`config.mk`:
```
export PLATFORM = sky130hd
export DESIGN_NAME = periph_bringup_seq
export DESIGN_NICKNAME = d
export VERILOG_FILES = /design/src/rtl/periph_seq_pkg.sv /design/src/rtl/hold_timer.sv /design/src/rtl/periph_status.sv /design/src/rtl/seq_ctrl.sv /design/src/rtl/periph_bringup_seq.sv
export SDC_FILE = /design/constraint.sdc
export NUM_CORES = 1
export LEC_CHECK = 0
export ABC_AREA = 1
export CAP_MARGIN = 10
export CELL_PAD_IN_SITES_DETAIL_PLACEMENT = 0
export CELL_PAD_IN_SITES_GLOBAL_PLACEMENT = 2
export CORE_MARGIN = 4
export CORE_UTILIZATION = 29
export CTS_CLUSTER_DIAMETER = 150
export DETAILED_ROUTE_END_ITERATION = 10
export HOLD_SLACK_MARGIN = 0.06
export PLACE_DENSITY = 0.76
export SLEW_MARGIN = 30
export SYNTH_ARGS = -nofsm -noshare
export SYNTH_HDL_FRONTEND = slang
export SYNTH_HIERARCHICAL = 1
export SYNTH_SLANG_ARGS = --single-unit
```
`constraint.sdc`:
```
create_clock -name clk -period 1.8 [get_ports clk]
set_input_delay 0.54 -clock clk [delete_from_list [all_inputs] [get_ports clk]]
set_output_delay 0.54 -clock clk [all_outputs]
set_load 0.05 [all_outputs]
```
`src/rtl/periph_seq_pkg.sv`:
```
package periph_seq_pkg;

  typedef enum logic [2:0] {
    ST_IDLE    = 3'd0,
    ST_RST_ON  = 3'd1,
    ST_HOLD_A  = 3'd2,
    ST_CLK_ON  = 3'd3,
    ST_HOLD_B  = 3'd4,
    ST_RST_OFF = 3'd5,
    ST_CLK_OFF = 3'd6
  } seq_state_e;

  // Countdown load for a hold of 'cycles' cycles (stay while count != 0)
  function automatic int unsigned hold_load(int unsigned cycles);
    return (cycles == 0) ? 0 : cycles - 1;
  endfunction

  // Counter width able to hold the larger of two wait lengths
  function automatic int unsigned cnt_width(int unsigned a, int unsigned b);
    int unsigned m;
    m = (a > b) ? a : b;
    return (m < 2) ? 1 : $clog2(m + 1);
  endfunction

endpackage

```
`src/rtl/hold_timer.sv`:
```
module hold_timer #(
  parameter int unsigned CW = 4
) (
  input  logic          clk,
  input  logic          rst_n,
  input  logic          load_i,
  input  logic [CW-1:0] load_val_i,
  output logic          zero_o
);
  logic [CW-1:0] cnt_q;

  always_ff @(posedge clk or negedge rst_n) begin
    if (!rst_n)              cnt_q <= '0;
    else if (load_i)         cnt_q <= load_val_i;
    else if (cnt_q != '0)    cnt_q <= cnt_q - 1'b1;
  end

  assign zero_o = (cnt_q == '0);

  // the countdown steps by exactly one while not reloaded
  a_r3_countdown_step: assert property (@(posedge clk) disable iff (!rst_n)
    (!load_i && !zero_o) |=> (cnt_q == $past(cnt_q) - 1'b1));

  // a load is taken verbatim
  a_r4_load_taken: assert property (@(posedge clk) disable iff (!rst_n)
    load_i |=> (cnt_q == $past(load_val_i)));
endmodule

```
`src/rtl/periph_status.sv`:
```
module periph_status (
  input  logic has_rst_i,
  input  logic rst_state_i,
  input  logic clk_state_i,
  output logic enabled_o
);
  logic in_reset;

  assign in_reset  = has_rst_i & rst_state_i;
  assign enabled_o = clk_state_i & ~in_reset;

  // a peripheral held in reset never reads as enabled
  always_comb begin
    if (has_rst_i && rst_state_i)
      a_r6_reset_hides: assert (!enabled_o);
  end
endmodule

```
`src/rtl/seq_ctrl.sv`:
```
module seq_ctrl
  import periph_seq_pkg::*;
#(
  parameter int unsigned RST_WAIT = 4,
  parameter int unsigned REL_WAIT = 4,
  parameter int unsigned CW       = 4
) (
  input  logic          clk,
  input  logic          rst_n,
  input  logic          en_req_i,
  input  logic          dis_req_i,
  input  logic          has_rst_i,
  input  logic          is_enabled_i,
  input  logic          tmr_zero_i,
  output logic          tmr_load_o,
  output logic [CW-1:0] tmr_val_o,
  output logic          rst_assert_o,
  output logic          rst_release_o,
  output logic          clk_on_o,
  output logic          clk_off_o,
  output logic          busy_o
);
  localparam logic [CW-1:0] LOAD_A = CW'(hold_load(RST_WAIT));
  localparam logic [CW-1:0] LOAD_B = CW'(hold_load(REL_WAIT));

  seq_state_e state_q, state_d;
  logic       path_rst_q;
  logic       accept_en, accept_dis;

  // Requests only count when idle; enable wins over disable
  assign accept_en  = (state_q == ST_IDLE) && en_req_i && !is_enabled_i;
  assign accept_dis = (state_q == ST_IDLE) && !en_req_i && dis_req_i;

  always_comb begin
    state_d = state_q;
    unique case (state_q)
      ST_IDLE: begin
        if (accept_en)       state_d = has_rst_i ? ST_RST_ON : ST_CLK_ON;
        else if (accept_dis) state_d = ST_CLK_OFF;
      end
      ST_RST_ON:  state_d = ST_HOLD_A;
      ST_HOLD_A:  if (tmr_zero_i) state_d = ST_CLK_ON;
      ST_CLK_ON:  state_d = path_rst_q ? ST_HOLD_B : ST_IDLE;
      ST_HOLD_B:  if (tmr_zero_i) state_d = ST_RST_OFF;
      ST_RST_OFF: state_d = ST_IDLE;
      ST_CLK_OFF: state_d = ST_IDLE;
      default:    state_d = ST_IDLE;
    endcase
  end

  always_ff @(posedge clk or negedge rst_n) begin
    if (!rst_n) begin
      state_q    <= ST_IDLE;
      path_rst_q <= 1'b0;
    end else begin
      state_q <= state_d;
      if (accept_en) path_rst_q <= has_rst_i;
    end
  end

  assign tmr_load_o = (state_q == ST_RST_ON) || ((state_q == ST_CLK_ON) && path_rst_q);
  assign tmr_val_o  = (state_q == ST_RST_ON) ? LOAD_A : LOAD_B;

  assign rst_assert_o  = (state_q == ST_RST_ON);
  assign clk_on_o      = (state_q == ST_CLK_ON);
  assign rst_release_o = (state_q == ST_RST_OFF);
  assign clk_off_o     = (state_q == ST_CLK_OFF);
  assign busy_o        = (state_q != ST_IDLE);

  a_r11_one_pulse: assert property (@(posedge clk) disable iff (!rst_n)
    $onehot0({rst_assert_o, rst_release_o, clk_on_o, clk_off_o}));

  a_r2_clock_after_hold: assert property (@(posedge clk) disable iff (!rst_n)
    (clk_on_o && path_rst_q) |-> ($past(state_q) == ST_HOLD_A));

  a_r2_assert_then_hold: assert property (@(posedge clk) disable iff (!rst_n)
    rst_assert_o |=> (state_q == ST_HOLD_A));

  a_r5_direct_ends: assert property (@(posedge clk) disable iff (!rst_n)
    (clk_on_o && !path_rst_q) |=> !busy_o);

  a_r10_release_ends: assert property (@(posedge clk) disable iff (!rst_n)
    rst_release_o |=> !busy_o);

  a_r8_off_ends: assert property (@(posedge clk) disable iff (!rst_n)
    clk_off_o |=> !busy_o);

  a_r10_starts_with_pulse: assert property (@(posedge clk) disable iff (!rst_n)
    $rose(busy_o) |-> (rst_assert_o || clk_on_o || clk_off_o));

  a_r7_enabled_no_start: assert property (@(posedge clk) disable iff (!rst_n)
    (!busy_o && en_req_i && is_enabled_i) |=> !busy_o);
endmodule

```
`src/rtl/periph_bringup_seq.sv`:
```
module periph_bringup_seq
  import periph_seq_pkg::*;
#(
  parameter int unsigned RST_WAIT = 10000,
  parameter int unsigned REL_WAIT = 1000000
) (
  input  logic clk,
  input  logic rst_n,
  input  logic en_req_i,
  input  logic dis_req_i,
  input  logic has_rst_i,
  input  logic rst_state_i,
  input  logic clk_state_i,
  output logic rst_assert_o,
  output logic rst_release_o,
  output logic clk_on_o,
  output logic clk_off_o,
  output logic busy_o,
  output logic enabled_o
);
  localparam int unsigned CW = cnt_width(RST_WAIT, REL_WAIT);

  logic          tmr_load;
  logic [CW-1:0] tmr_val;
  logic          tmr_zero;

  periph_status u_status (
    .has_rst_i  (has_rst_i),
    .rst_state_i(rst_state_i),
    .clk_state_i(clk_state_i),
    .enabled_o  (enabled_o)
  );

  hold_timer #(.CW(CW)) u_timer (
    .clk       (clk),
    .rst_n     (rst_n),
    .load_i    (tmr_load),
    .load_val_i(tmr_val),
    .zero_o    (tmr_zero)
  );

  seq_ctrl #(.RST_WAIT(RST_WAIT), .REL_WAIT(REL_WAIT), .CW(CW)) u_ctrl (
    .clk          (clk),
    .rst_n        (rst_n),
    .en_req_i     (en_req_i),
    .dis_req_i    (dis_req_i),
    .has_rst_i    (has_rst_i),
    .is_enabled_i (enabled_o),
    .tmr_zero_i   (tmr_zero),
    .tmr_load_o   (tmr_load),
    .tmr_val_o    (tmr_val),
    .rst_assert_o (rst_assert_o),
    .rst_release_o(rst_release_o),
    .clk_on_o     (clk_on_o),
    .clk_off_o    (clk_off_o),
    .busy_o       (busy_o)
  );

  a_r1_quiet_after_reset: assert property (@(posedge clk) disable iff (!rst_n)
    $rose(rst_n) |-> !busy_o);
endmodule

```
==> flow_metrics.py, run 1 <==
metrics = {
    "run_status": {
        "status": "finished, final reports clean",
    },
    "placement": {
        "dpl.hpwl_um": 3240,
        "io_buffers": 12,
        "routabilityCongestion": 0.759,
    },
    "power_and_ir_drop": {
        "combPwrFrac": 0.051,
        "power_density_nw_per_um2": 445,
        "internal_power_uw": 757,
        "seq_power_share": 0.550,
        "pwr-share-clk": 0.399,
        "power.total_uw": 980,
        "p_sw_uw": 223,
        "p_sw_frac": 0.227,
        "leakagePower_nw": 1.04,
        "vdd_ir_drop_max_mv": 0.250,
    },
    "timing": {
        "period_minus_slack_ns": 1.77,
        "max_freq_mhz": 564,
        "setup_viol": 0,
        "drv_slew": 0,
        "period_share": 0.985,
        "hold_viol": 0,
        "grt_setup_unrepaired": "yes",
        "finClkSkew_ns": 0.0112,
    },
    "critical_path": {
        "r2r-start": "u_timer/cnt_q[2]",
        "cp_max_fo": 4,
        "r2r_end": "u_ctrl/state_q[2]",
        "startpoint": "u_ctrl/state_q[0]",
        "cpMaxStageDelayCell": "dfrtp_2",
        "rr_worst_depth": 9,
        "critPathKind": "flop to output port",
        "cp-endpoint": "rst_assert_o",
        "cp.arrival_ns": 1.23,
        "endpoint_kind": "output port",
        "cp.required_ns": 1.26,
        "slowest_delay_ns": 0.45,
        "r2r_slack_ns": 0.18,
        "cp-start-kind": "flop",
        "crit_chain": "inv_4 > nor3_4 > buf_6 > buf_12",
    },
    "final_layout": {
        "diodes": 0,
        "drive_above_1_share": 0.209,
        "finalNetCount": 302,
        "syn_to_final_growth_pct": 19.5,
        "utilization": 0.363,
    },
    "synthesis": {
        "synthArstFlopShare": 1.00,
        "syn_area_per_cell_um2": 6.68,
        "synth_area_leaders": "dfrtp_1 (33%), nand2_1 (21%), buf_4 (8.1%), inv_1 (5.3%), nor2_1 (4.9%)",
        "synth_edf_count": 0,
        "yosysTopAreaCell": "dfrtp_1",
        "synth.most_common_cell": "nand2_1",
        "ys_seq_area_frac": 0.326,
        "syn_inst": 276,
        "ys_ff_latch": 24,
        "synth-warning-count": 6,
        "synth-main-ff-cell": "dfrtp_1",
        "synthDistinctLibCells": 30,
        "synth_top_area_share": 0.326,
        "synth_common_cells": "nand2_1 (101), inv_1 (26), dfrtp_1 (24), nor2_1 (24), buf_4 (20)",
        "synth_area_um2": 1840,
    },
    "global_route": {
        "grt_antenna_before_repair": 0,
        "grt_pass1_vias": 1580,
        "grt_pass1_wl_um": 7510,
        "grtUsageTotal": 0.126,
        "grt_max_degree": 25,
        "grt_overflow": 0,
    },
    "die": {
        "die_area_um2": 7690,
        "die_x_um": 87.7,
        "boundaryPins": 13,
        "start_util": 0.304,
        "die_height_um": 87.7,
        "core_area_um2": 6060,
        "rows": 28,
    },
    "clock_network": {
        "clk_pin_slew_ns": 0.09,
        "htreeDepth": 1,
        "clock_sinks": 24,
        "numCtsBuffers": 3,
        "cts_hold_buf": 0,
        "clock_latency_ns": 0.28,
        "cts_tree": "done",
        "clock_path_buffers": 2,
        "root_buffer": "clkbuf_8",
    },
    "job": {
        "maxCapViolations": 0,
    },
    "route": {
        "drt_drc_violations_left": 0,
        "routed_wirelength_um": 4280,
        "via_count": 1596,
        "drt-pass1-iter-count": 4,
        "viasPerCell": 4.35,
        "drt_iter0_drc": 67,
        "wire_per_inst_um": 11.7,
        "postRouteAntennaNets": 0,
    },
    "worst_hold_path": {
        "hp-class": "flop to flop",
    },
}
## layout make-up
class	count	area, um2
fill	663	3860
sequential	24	604
multi-input combinational	208	1030
inverter	28	110
timing repair buffer	28	304
tap	75	93.8
clock buffer	4	55.1
## layout by cell type (no fill, tap or decap), types with 4 or more instances in the layout
master	instances
nor2_4	5
o21ai_1	7
nor2_1	22
conb_1	10
dfrtp_1	21
inv_1	23
o21ai_0	7
nor2_2	6
nand2_1	100
nand2_2	7
buf_4	14
nand4_1	11
buf_12	6
nand3_1	11
clkbuf_8	4
## layer usage
layer / part of all wire / routed length (um) / vias to the layer above / GRT usage
met1: 0.54 / 2300 / 712 / 0.175
li1: - / - / 866 / -
met3: 0.026 / 113 / 2 / 0.0216
met5: 0 / 0 / - / 0
met4: 0.0093 / 40 / 0 / 0.0391
met2: 0.43 / 1830 / 16 / 0.198
## timing repair
| action | 4_1_cts | 5_1_grt |
|---|---|---|
| setup endpoints to repair | 6 | 9 |
| setup buffers | 4 | 2 |
| gates resized for setup | 8 | 7 |
| pin swaps | 3 | 4 |
| hold endpoints to repair | 0 | 0 |
## flip-flops by register name, summed over array words and instances (netlist names)
signal / count
u_ctrl/state_q: 3
u_timer/cnt_q: 20
u_ctrl/path_rst_q: 1
## worst min path at each step
stage | to | slack, ns | from | depth (start not counted)
2_1_floorplan | u_ctrl/path_rst_q | 0.24 | rst_n | 0
6_report | u_ctrl/path_rst_q | 0.48 | u_ctrl/path_rst_q | 2
3_3_place_gp | u_ctrl/path_rst_q | 0.46 | u_ctrl/path_rst_q | 2
4_1_cts | u_ctrl/path_rst_q | 0.48 | u_ctrl/path_rst_q | 2
3_5_place_dp | u_ctrl/path_rst_q | 0.46 | u_ctrl/path_rst_q | 2
5_1_grt | u_ctrl/path_rst_q | 0.51 | u_ctrl/path_rst_q | 2
## power groups by stage
stage,combinational [mW],sequential [mW],clock [mW]
2_1_floorplan,0.0287,0.550,0
3_5_place_dp,0.0526,0.549,0
5_1_grt,0.0574,0.539,0.429
6_report,0.0502,0.539,0.391
4_1_cts,0.0520,0.539,0.409
3_3_place_gp,0.0521,0.549,0
## per-stage QoR
stage / setup WS (ns) / TNS, ns / hold WS (ns) / cell area [um2] / instances
finish: 0.0271 / 0 / 0.476 / 2200 / 367
global route: -0.0632 / -0.0982 / 0.505 / 2200 / 367
floorplan: -0.0427 / -0.266 / 0.244 / 1910 / 284
global placement: -0.102 / -0.180 / 0.460 / 2080 / 358
detailed placement: -0.118 / -0.266 / 0.458 / 2080 / 358
CTS: -0.0172 / -0.0172 / 0.482 / 2160 / 365
## worst max-delay path: cells and delay by family (launching register included)
family        cells  cell delay [ns]
flops             1             0.45
buf+inv           3             0.31
simple gates      1             0.20
## logic make-up after synthesis
group / count (synthesis) / share of synthesized area
buf+inv: 52 / 0.152
xor+xnor: 5 / 0.0238
simple gates: 174 / 0.432
flops: 24 / 0.326
fa+ha+maj: 2 / 0.0136
compound gates: 17 / 0.0482
other cells: 2 / 0.00407
Note: power is estimated with default switching activity, not from simulation.
==> inputs of run 2 (changes only) <==
--- a/config.mk
+++ b/config.mk
@@ -6,7 +6,7 @@
 export NUM_CORES = 1
 export LEC_CHECK = 0
 export ABC_AREA = 1
-export CAP_MARGIN = 10
+export CAP_MARGIN = 30
 export CELL_PAD_IN_SITES_DETAIL_PLACEMENT = 0
 export CELL_PAD_IN_SITES_GLOBAL_PLACEMENT = 2
 export CORE_MARGIN = 4
==> results of run 2 <==
The final DEF is identical to that of run 1; final timing and power are the same.
